`config.mk`:
```
export PLATFORM = sky130hd
export DESIGN_NAME = interval_timer_channel
export DESIGN_NICKNAME = d
export VERILOG_FILES = /design/src/rtl/itc_pkg.sv /design/src/rtl/itc_setup.sv /design/src/rtl/itc_elapsed.sv /design/src/rtl/itc_wave.sv /design/src/rtl/interval_timer_channel.sv
export SDC_FILE = /design/constraint.sdc
export NUM_CORES = 1
export LEC_CHECK = 0
export ABC_AREA = 1
export BUFFER_PORTS_ARGS = -buffer_cell sky130_fd_sc_hd__buf_2
export CORE_UTILIZATION = 37
export DETAILED_ROUTE_END_ITERATION = 6
export GPL_ROUTABILITY_DRIVEN = 0
export GPL_TIMING_DRIVEN = 0
export SKIP_CTS_REPAIR_TIMING = 1
export SLEW_MARGIN = 40
export SYNTH_ARGS = -nofsm -noshare
export SYNTH_HDL_FRONTEND = slang
export SYNTH_SLANG_ARGS = --single-unit
```
`constraint.sdc`:
```
create_clock -name clk_i -period 5.2 [get_ports clk_i]
set_input_delay 0.52 -clock clk_i [delete_from_list [all_inputs] [get_ports clk_i]]
set_output_delay 0.52 -clock clk_i [all_outputs]
set_load 0.01 [all_outputs]
```
`src/rtl/itc_pkg.sv`:
```
package itc_pkg;
  localparam logic [2:0] MODE_TERM   = 3'd0;
  localparam logic [2:0] MODE_ONESH  = 3'd1;
  localparam logic [2:0] MODE_RATE   = 3'd2;
  localparam logic [2:0] MODE_SQUARE = 3'd3;
  localparam logic [2:0] MODE_SWSTB  = 3'd4;
  localparam logic [2:0] MODE_HWSTB  = 3'd5;

  // Codes 2, 3, 6 and 7 repeat; bit 1 marks them.
  function automatic logic is_periodic(input logic [2:0] m);
    return m[1];
  endfunction
endpackage

```
`src/rtl/itc_setup.sv`:
```
module itc_setup #(
  parameter int CW       = 16,
  parameter bit GATE_RST = 1'b1,
  localparam int NW      = CW + 1
) (
  input  logic          clk_i,
  input  logic          rst_ni,
  input  logic          gate_i,
  input  logic          ld_stb_i,
  input  logic [2:0]    ld_mode_i,
  input  logic [CW-1:0] ld_count_i,
  output logic [2:0]    mode_o,
  output logic [NW-1:0] n_o,
  output logic          gate_o
);
  import itc_pkg::*;

  localparam logic [NW-1:0] FULL = NW'(1) << CW;

  always_ff @(posedge clk_i or negedge rst_ni) begin
    if (!rst_ni) begin
      mode_o <= MODE_SQUARE;
      n_o    <= FULL;
      gate_o <= GATE_RST;
    end else begin
      gate_o <= gate_i;
      if (ld_stb_i) begin
        mode_o <= ld_mode_i;
        n_o    <= (ld_count_i == '0) ? FULL : {1'b0, ld_count_i};
      end
    end
  end
endmodule

```
`src/rtl/itc_elapsed.sv`:
```
module itc_elapsed #(
  parameter int CW  = 16,
  localparam int NW = CW + 1
) (
  input  logic          clk_i,
  input  logic          rst_ni,
  input  logic          tick_i,
  input  logic          ld_stb_i,
  input  logic [2:0]    mode_i,
  input  logic [NW-1:0] n_i,
  input  logic          gate_i,
  output logic [NW-1:0] elap_o,
  output logic          started_o
);
  import itc_pkg::*;

  logic periodic;
  assign periodic = is_periodic(mode_i);

  always_ff @(posedge clk_i or negedge rst_ni) begin
    if (!rst_ni) begin
      elap_o    <= '0;
      started_o <= 1'b0;
    end else if (ld_stb_i) begin
      elap_o    <= '0;
      started_o <= 1'b0;
    end else if (tick_i) begin
      if (periodic) begin
        if (gate_i) begin
          elap_o    <= (elap_o == n_i - NW'(1)) ? '0 : elap_o + NW'(1);
          started_o <= 1'b1;
        end
      end else if (elap_o <= n_i) begin
        // saturate at N+1: past the terminal tick nothing changes
        elap_o <= elap_o + NW'(1);
      end
    end
  end
endmodule

```
`src/rtl/itc_wave.sv`:
```
module itc_wave #(
  parameter int CW  = 16,
  localparam int NW = CW + 1
) (
  input  logic [2:0]    mode_i,
  input  logic [NW-1:0] n_i,
  input  logic [NW-1:0] elap_i,
  input  logic          started_i,
  output logic          out_o,
  output logic [CW-1:0] count_o
);
  import itc_pkg::*;

  logic [NW-1:0] half;
  logic [NW-1:0] remain;

  assign half = (n_i + NW'(1)) >> 1;

  always_comb begin
    if (is_periodic(mode_i)) begin
      out_o = mode_i[0] ? (elap_i < half) : (started_i && elap_i == '0);
    end else begin
      case (mode_i)
        MODE_TERM:  out_o = (elap_i >= n_i);
        MODE_ONESH: out_o = (elap_i < n_i);
        default:    out_o = (elap_i == n_i);
      endcase
    end
  end

  always_comb begin
    if (!is_periodic(mode_i) && elap_i >= n_i) remain = '0;
    else                                       remain = n_i - elap_i;
  end

  assign count_o = remain[CW-1:0];
endmodule

```
`src/rtl/interval_timer_channel.sv`:
```
module interval_timer_channel #(
  parameter int CW       = 16,
  parameter bit GATE_RST = 1'b1
) (
  input  logic          clk_i,
  input  logic          rst_ni,
  input  logic          tick_i,
  input  logic          gate_i,
  input  logic          ld_stb_i,
  input  logic [2:0]    ld_mode_i,
  input  logic [CW-1:0] ld_count_i,
  output logic          out_o,
  output logic [CW-1:0] count_o
);
  localparam int NW = CW + 1;

  logic [2:0]    mode_q;
  logic [NW-1:0] n_q;
  logic          gate_q;
  logic [NW-1:0] elap_q;
  logic          started_q;

  itc_setup #(.CW(CW), .GATE_RST(GATE_RST)) u_setup (
    .clk_i(clk_i), .rst_ni(rst_ni), .gate_i(gate_i), .ld_stb_i(ld_stb_i),
    .ld_mode_i(ld_mode_i), .ld_count_i(ld_count_i),
    .mode_o(mode_q), .n_o(n_q), .gate_o(gate_q)
  );

  itc_elapsed #(.CW(CW)) u_elapsed (
    .clk_i(clk_i), .rst_ni(rst_ni), .tick_i(tick_i), .ld_stb_i(ld_stb_i),
    .mode_i(mode_q), .n_i(n_q), .gate_i(gate_q),
    .elap_o(elap_q), .started_o(started_q)
  );

  itc_wave #(.CW(CW)) u_wave (
    .mode_i(mode_q), .n_i(n_q), .elap_i(elap_q), .started_i(started_q),
    .out_o(out_o), .count_o(count_o)
  );
endmodule

```
# --- Word-level counts from Yosys, hierarchy flattened ---
# Cells that the tools add are included.
totals:
  register_bits: 39
  input_bits: 24
  out_inout_bits: 17
classes:
  add_sub_neg: 4
  n_lt_le_gt_ge: 4
  n_eq_ne: 4
  n_mux: 15
  n_reduce_logical: 12
ops:
  columns: ["cell", "n"]
  rows:
  - ["$mux W17", 7]
  - ["$add A17 B1 Y17 const B", 2]
  - ["$eq A17 B17 Y1", 2]
  - ["$ge A17 B17 Y1", 1]
  - ["$le A17 B17 Y1", 1]
  - ["$logic_not A17 Y1", 1]
  - ["$lt A17 B16 Y1", 1]
  - ["$lt A17 B17 Y1", 1]
  - ["$sub A17 B1 Y17 const B", 1]
  - ["$logic_not A16 Y1", 1]
  - ["$mux W16", 1]
  - ["$sub A16 B16 Y16", 1]
  - ["$mux W1", 6]
  - ["$reduce_and A3 Y1", 2]
  - ["$reduce_bool A2 Y1", 3]
  - ["$eq A3 B1 Y1 const B", 1]
  - ["$logic_not A3 Y1", 1]
  - ["$ne A3 B3 Y1 const B", 1]
  - ["$reduce_bool A3 Y1", 1]
  - ["$logic_and A1 B1 Y1", 2]
  - ["$pmux W1 S2", 1]
  - ["$logic_not A1 Y1", 1]

# --- Longest topological paths before layout ---
# Gate-level depths: netlist of the first run.
logic_depth:
  ltp_word: 7
  depth_mapped: 18

# --- Modules after synthesis ---
# A second synthesis of the first run with hierarchy kept.
unflattened:
  hier_cells: 843
  area_unflattened_um2: 5273.8
modules_own_cells:
  columns: ["mod", "instances", "cells_per_inst", "area_each_um2", "seq_area_each_um2"]
  rows:
  - ["itc_elapsed", 1, 378, 2347.3, 450.4]
  - ["itc_wave", 1, 365, 2088.3, 0.0]
  - ["itc_setup", 1, 100, 838.3, 530.5]

# --- Worst setup path before layout of the first run ---
# OpenSTA, ideal clock, no wires.
synth_timing:
  path_type: "reg2out"
  from: "register u_setup.n_o[1]"
  to: "output port out_o"
  arrival_time_ps: 2540
  t_required_ps: 4680
  setup_slack_ps: 2140
  path_stages_with_launch: 18
  n_path_buf: 0
  cell_sequence: "dfrtp_1 ha_1 nand3_1 nor2_1 nand2_1 nor2_2 nand4_1 nor3_1 nand3_1 xor2_1 ha_1 nand4_1 nor2_1 o2111ai_1 nand4_1 nand2_1 nand2_1 nand3_1"
synth_between:
  elab_chain_cells: 4
  word_cells_on_any_way: 8
  cone_classes: "add/sub (1); order compare (3); eq/ne (1); mux (3)"
synth_lines:
  columns: ["element", "line", "text"]
  rows:
  - ["start: declaration", "itc_setup.sv:13", "output logic [NW-1:0] n_o,"]
  - ["start signal: assignment", "itc_setup.sv:29", "n_o <= (ld_count_i == '0) ? FULL : {1'b0, ld_count_i};"]
  - ["$add A17 B1 Y17", "itc_wave.sv:17", "assign half = (n_i + NW'(1)) >> 1;"]
  - ["$lt A17 B16 Y1", "itc_wave.sv:21", "out_o = mode_i[0] ? (elap_i < half) : (started_i && elap_i == '0);"]
  - ["$mux W1", "itc_wave.sv:21", null]
  - ["$mux W1 *", "itc_wave.sv:20", "if (is_periodic(mode_i)) begin"]
  - ["end: declaration", "interval_timer_channel.sv:12", "output logic out_o,"]
# Every way passes the cells marked *; elsewhere a longest branch is shown, timed or not.

# --- Final worst setup path of the first run ---
# Ends and elaborated chain as after synthesis.

==> results of run 1 <==
-- report_power, final --
| group | leakage, nW | total, mW | switching (mW) | internal (mW) |
|---|---|---|---|---|
| clock | 0.0679 | 0.298 | 0.121 | 0.177 |
| sequential | 0.497 | 0.360 | 0.0361 | 0.324 |
| combinational | 2.04 | 0.395 | 0.245 | 0.150 |
-- synth_stat cells (all sizes together) --
library cell	number	area, um^2
nor2	95	418
a21o	3	22.5
nand4	15	93.8
xor2	22	193
buf	6	52.5
a21oi	32	160
nand3	52	320
fa	1	20.0
o21a	2	15.0
dfrtp	35	876
xnor2	13	114
a31o	1	8.76
a31oi	1	6.26
nand2	205	802
inv	74	278
dfstp	4	105
clkbuf	9	33.8
o31ai	1	7.51
o21ai	40	200
o211ai	1	7.51
clkinv	2	12.5
and2	1	6.26
a41oi	1	8.76
nor3	13	81.3
a21boi	1	7.51
nand3b	7	52.6
ha	51	638
nor4	7	58.8
o2111ai	2	17.5
-- final timing paths --
check                                           end  slack [ns]  cells past startpoint
worst max-delay path                          out_o        1.21                     18
min in group clk_i                   u_setup.gate_o        0.33                      1
worst max register to register  u_elapsed.elap_o[1]        2.52                     14
worst min register to register    u_setup.mode_o[2]        0.50                      2
max in group asynchronous         u_setup.mode_o[1]        4.61                      1
worst min-delay path                u_setup.n_o[14]        0.21                      1
-- cell families after synthesis --
family	synth area share [%]
simple gates	39.7
compound gates	10.0
xor+xnor	6.64
fa+ha+maj	14.3
buf+inv	8.16
flops	21.2
-- cell type report --
type | instances | share of cell area [%]
Clock inverter | 1 | 0.0969
Multi-Input combinational cell | 567 | 63.1
Tap cell | 168 | 4.07
Timing Repair Buffer | 39 | 3.83
Buffer | 15 | 1.67
Clock buffer | 7 | 2.57
Sequential cell | 39 | 19.0
Inverter | 76 | 5.62
-- state kept, by name (all words and copies together) (netlist names) --
register,cells
u_elapsed.started_o,1
u_elapsed.elap_o,17
u_setup.n_o,17
u_setup.mode_o,3
u_setup.gate_o,1
-- critical path, delay by kind of cell (launching register included) --
kind            cells  cell delay (ns)
flops               1             0.52
xor+xnor            1             0.18
compound gates      1             0.13
fa+ha+maj           2             0.56
buf+inv             1             0.14
simple gates       13             1.65
-- routing by layer --
layer	vias up	global-route usage [%]	wire, um
li1	2355	-	-
met1	2129	28.6	6300
met2	116	37.4	6250
met3	23	3.19	573
met4	0	9.04	393
met5	-	0	0
-- per-stage QoR --
stage,hold slack (ns),instances
after global placement,0.464,904
final,0.209,912
after CTS,0.231,912
after floorplan,0.224,697
after global routing,0.263,912
after detailed placement,0.479,904
==> flow_summary.toml, run 1 <==
[synth]
ys.warnings.count = 0
ys_ff_latch = 39
syn_area_um2 = 4620
syn_inst = 697
synth_cell_type_count = 43
avgSynthCellArea_um2 = 6.62
ys_seq_area_share_pct = 21.2
syn_nets = 773

[critical_path]
path_cells = "ha_1, nand3_1, nor2_1, nand2_1, nor2_2, nand4_1, nor3_1, nand3_1, xor2_1, ha_1, nand4_1, nor2_1, o2111ai_1, nand4_1, nand2_1, nand2_1, nand3_1, buf_2"
endpoint_kind = "output port"
r2r_start = "u_setup.n_o[9]"
worstSetupPathType = "flop to output port"
critPathSlowestCell = "dfrtp_1"
crit_start = "u_setup.n_o[1]"
slowest_delay_ns = 0.52
arrival_ns = 3.47
critPathLaunchType = "flop"
crit_path_max_fanout = 6
cp.required_ns = 4.68

[clocking]
cts_tree = "built"
cts_max_path_buffers = 2
clock-root-buffer = "clkbuf_16"
cts-htree-levels = 2
clkLatencyLatePin_ns = 0.29
numCtsBuffers = 5
clock_sinks = 39
clk_pin_slew_ns = 0.06

[final_layout]
multi_input_area_um2 = 3260
design_area_um2 = 5160
drive_gt1_share_pct = 13.2
diodes = 0
seq_area_um2 = 981
synthToLayoutAreaGrowth_pct = 11.8
final_common_cell = "nand2_1"
final_core_util_pct = 42.6
fill_cells = 1308
layout_common_cells = "198 x nand2_1, 84 x nor2_1, 66 x inv_1"
finalNetCount = 819

[floorplanning]
initial_core_util_pct = 38.1
die_w_um = 114
fp.dieH_um = 114
core_um2 = 12100
rows = 40
io_pins = 41
die_area_um2 = 12900

[placement]
place_hpwl_mm = 11.2
dpl_worst_slack_ns = 1.51
io_buffers = 39
place_area_um2 = 5020

[drt]
ant_nets = 0
vias_per_cell = 5.07
drtIter0Drc = 224
wl_mm = 13.5
via_count = 4623
wire_per_inst_um = 14.8
drt-pass1-iter-count = 5
drc_errors = 0

[outcome]
status = "completed"

[grt]
antenna_found_initial = 0
grt_max_degree = 40
grt_pass1_vias = 4521
grt_use_total_pct = 22.2
grt_first_pass_wirelength_mm = 22.3
grt-ovfl-total = 0

[flow_run]
max_cap_viol_count = 0

[worst_hold_path]
hp-class = "input port to async pin"

[timing]
setup_tns_ns = 0
report.final.slew_viol_count = 0
worst_pin_slew_ns = 0.726
fin_ws_ns = 1.21
slew_headroom_pct = 51.2
period_share_pct = 76.8
skew_ns = 0.00758
rsz0062_at_grt = "no"
finalSetupViolCount = 0
fmax_mhz = 251
hold_violations = 0
fin_crit_ns = 3.99

[power]
ir_worst_vdd_mv = 0.113
power-per-cell-area_nw_per_um2 = 204
fin_total_pwr_mw = 1.05
p_leak_nw = 2.61
Note: power is estimated with default switching activity, not from simulation.
==> inputs of run 2 (changes only) <==
Clock period 5.2 ns to 3.8 ns, I/O delays scaled along.
==> run 2 against run 1 <==
Net effect: global-route usage unchanged; sequential share of layout area decreased by 0.31 points; core utilization increased by 0.82 points; critical endpoint unchanged; highest routed layer unchanged.
==> flow_summary.toml, run 2 (same netlist as run 1, synthesis figures left out) <==
[outcome]
status = "completed"

[grt]
grt_use_total_pct = 22.2
grt-ovfl-total = 0
grt_first_pass_wirelength_mm = 22.3
grt_pass1_vias = 4521
antenna_found_initial = 0
grt_max_degree = 40

[critical_path]
rr_worst_depth = 14
slowest_delay_ns = 0.43
arrival_ns = 3.21
crit_path_max_fanout = 4
path_cells = "ha_4, nand3_2, nor2_2, nand2_2, nor2_4, nand4_1, nor3_2, nand3_1, xor2_1, ha_1, nand4_1, a31oi_1, nor2_1, nand4_1, nand2_1, nand2_1, nand3_1, buf_2"
worstSetupPathType = "flop to output port"
cp.required_ns = 3.42
critPathLaunchType = "flop"
critPathSlowestCell = "dfrtp_2"
cpMostUsedCell = "nand4_1"
endpoint_kind = "output port"

[timing]
worst_pin_slew_ns = 0.735
slew_headroom_pct = 50.6
report.final.slew_viol_count = 0
fmax_mhz = 278
fin_ws_ns = 0.207
whs_ns = 0.0662
finalSetupViolCount = 0
hold_violations = 0
skew_ns = 0.00810
period_share_pct = 94.6
fin_crit_ns = 3.59

[drt]
via_count = 4684
drc_errors = 0
drtIter0Drc = 305
vias_per_cell = 5.10
wire_per_inst_um = 14.8
wl_mm = 13.6
ant_nets = 0
drt-pass1-iter-count = 4

[clocking]
cts_max_path_buffers = 2
cts-htree-levels = 2
clock_sinks = 39
clkLatencyLatePin_ns = 0.29
cts_tree = "built"
clk_pin_slew_ns = 0.06
numCtsBuffers = 5
clock-root-buffer = "clkbuf_16"

[final_layout]
finalNetCount = 825
synthToLayoutAreaGrowth_pct = 14.0
fill_cells = 1301
drive_gt1_share_pct = 15.2
layout_common_cells = "197 x nand2_1, 82 x nor2_1, 66 x inv_1"
reg_top3 = "u_elapsed.elap_o x17, u_setup.n_o x17, u_setup.mode_o x3"
final_common_cell = "nand2_1"
diodes = 0

[placement]
place_hpwl_mm = 11.2
io_buffers = 39
dpl_worst_slack_ns = 0.248

[power]
p_leak_nw = 2.63
ir_worst_vdd_mv = 0.155
power-per-cell-area_nw_per_um2 = 277
fin_total_pwr_mw = 1.46

[floorplanning]
core_um2 = 12100
fp.dieH_um = 114
die_w_um = 114
rows = 40
initial_core_util_pct = 38.1
die_area_um2 = 12900
io_pins = 41

[worst_hold_path]
hp-class = "input port to async pin"

[flow_run]
max_cap_viol_count = 0
-- run 2: changes by cell type in the layout (fill, tap and decap cells not counted), moves of 2 or more --
cell | before | now
nor2_1 | 84 | 82
dfrtp_1 | 35 | 33
buf_4 | 1 | 7
dfrtp_2 | 0 | 2
nor2_4 | 4 | 6
nand3_2 | 12 | 14
nand3_1 | 40 | 38
-- run 2: worst max-delay path: cells and delay by family (launching register included) --
family                   cells  cell delay, ns
AND/OR/NAND/NOR             13            1.51
adder cells (fa/ha/maj)      2            0.47
flip-flops                   1            0.43
AO/OA/AOI/OAI                1            0.20
XOR/XNOR                     1            0.16
buffers and inverters        1            0.15
-- run 2: worst paths after layout --
path	to	start	slack, ns
min in group clk_i	u_setup.gate_o	gate_i	0.19
max in group asynchronous	u_setup.n_o[3]	rst_ni	3.34
min	u_setup.n_o[14]	rst_ni	0.07
max	out_o	u_setup.n_o[1]	0.21
min reg2reg	u_setup.mode_o[2]	u_setup.mode_o[2]	0.50
max reg2reg	u_elapsed.elap_o[16]	u_setup.n_o[9]	1.08
-- run 2: per-layer routing --
metal  up-vias  wire, um  part of all wire, %  global-route usage (%)
li1       2371         -                    -                       -
met1      2156      6240                   46                    28.6
met2       134      6300                   46                    37.4
met3        23       707                  5.2                    3.19
met4         0       383                  2.8                    9.04
met5         -         0                    0                       0
-- run 2: power by group --
group,internal (mW),switching [mW]
clock network,0.243,0.168
logic,0.210,0.343
registers,0.443,0.0491
total,0.896,0.560
-- run 2: area by class of cell --
cell class	instances	area, um^2	area share (%)
tap	168	210	4.00
inverter	76	290	5.52
clock buffer	7	133	2.52
buffer	15	86.3	1.64
sequential	39	983	18.7
timing repair buffer	45	243	4.61
multi-input combinational	567	3310	62.9
clock inverter	1	5.00	0.0951
-- run 2: metrics by stage --
| stage | util [%] | instances | cell area, um^2 | TNS [ns] |
|---|---|---|---|---|
| global placement | 41.5 | 904 | 5020 | 0 |
| CTS | 42.6 | 912 | 5160 | -0.0894 |
| floorplan | - | 697 | 4620 | 0 |
| detailed placement | 41.5 | 904 | 5020 | 0 |
| finish | 43.4 | 918 | 5260 | 0 |
| global route | 43.4 | 918 | 5260 | -0.0286 |
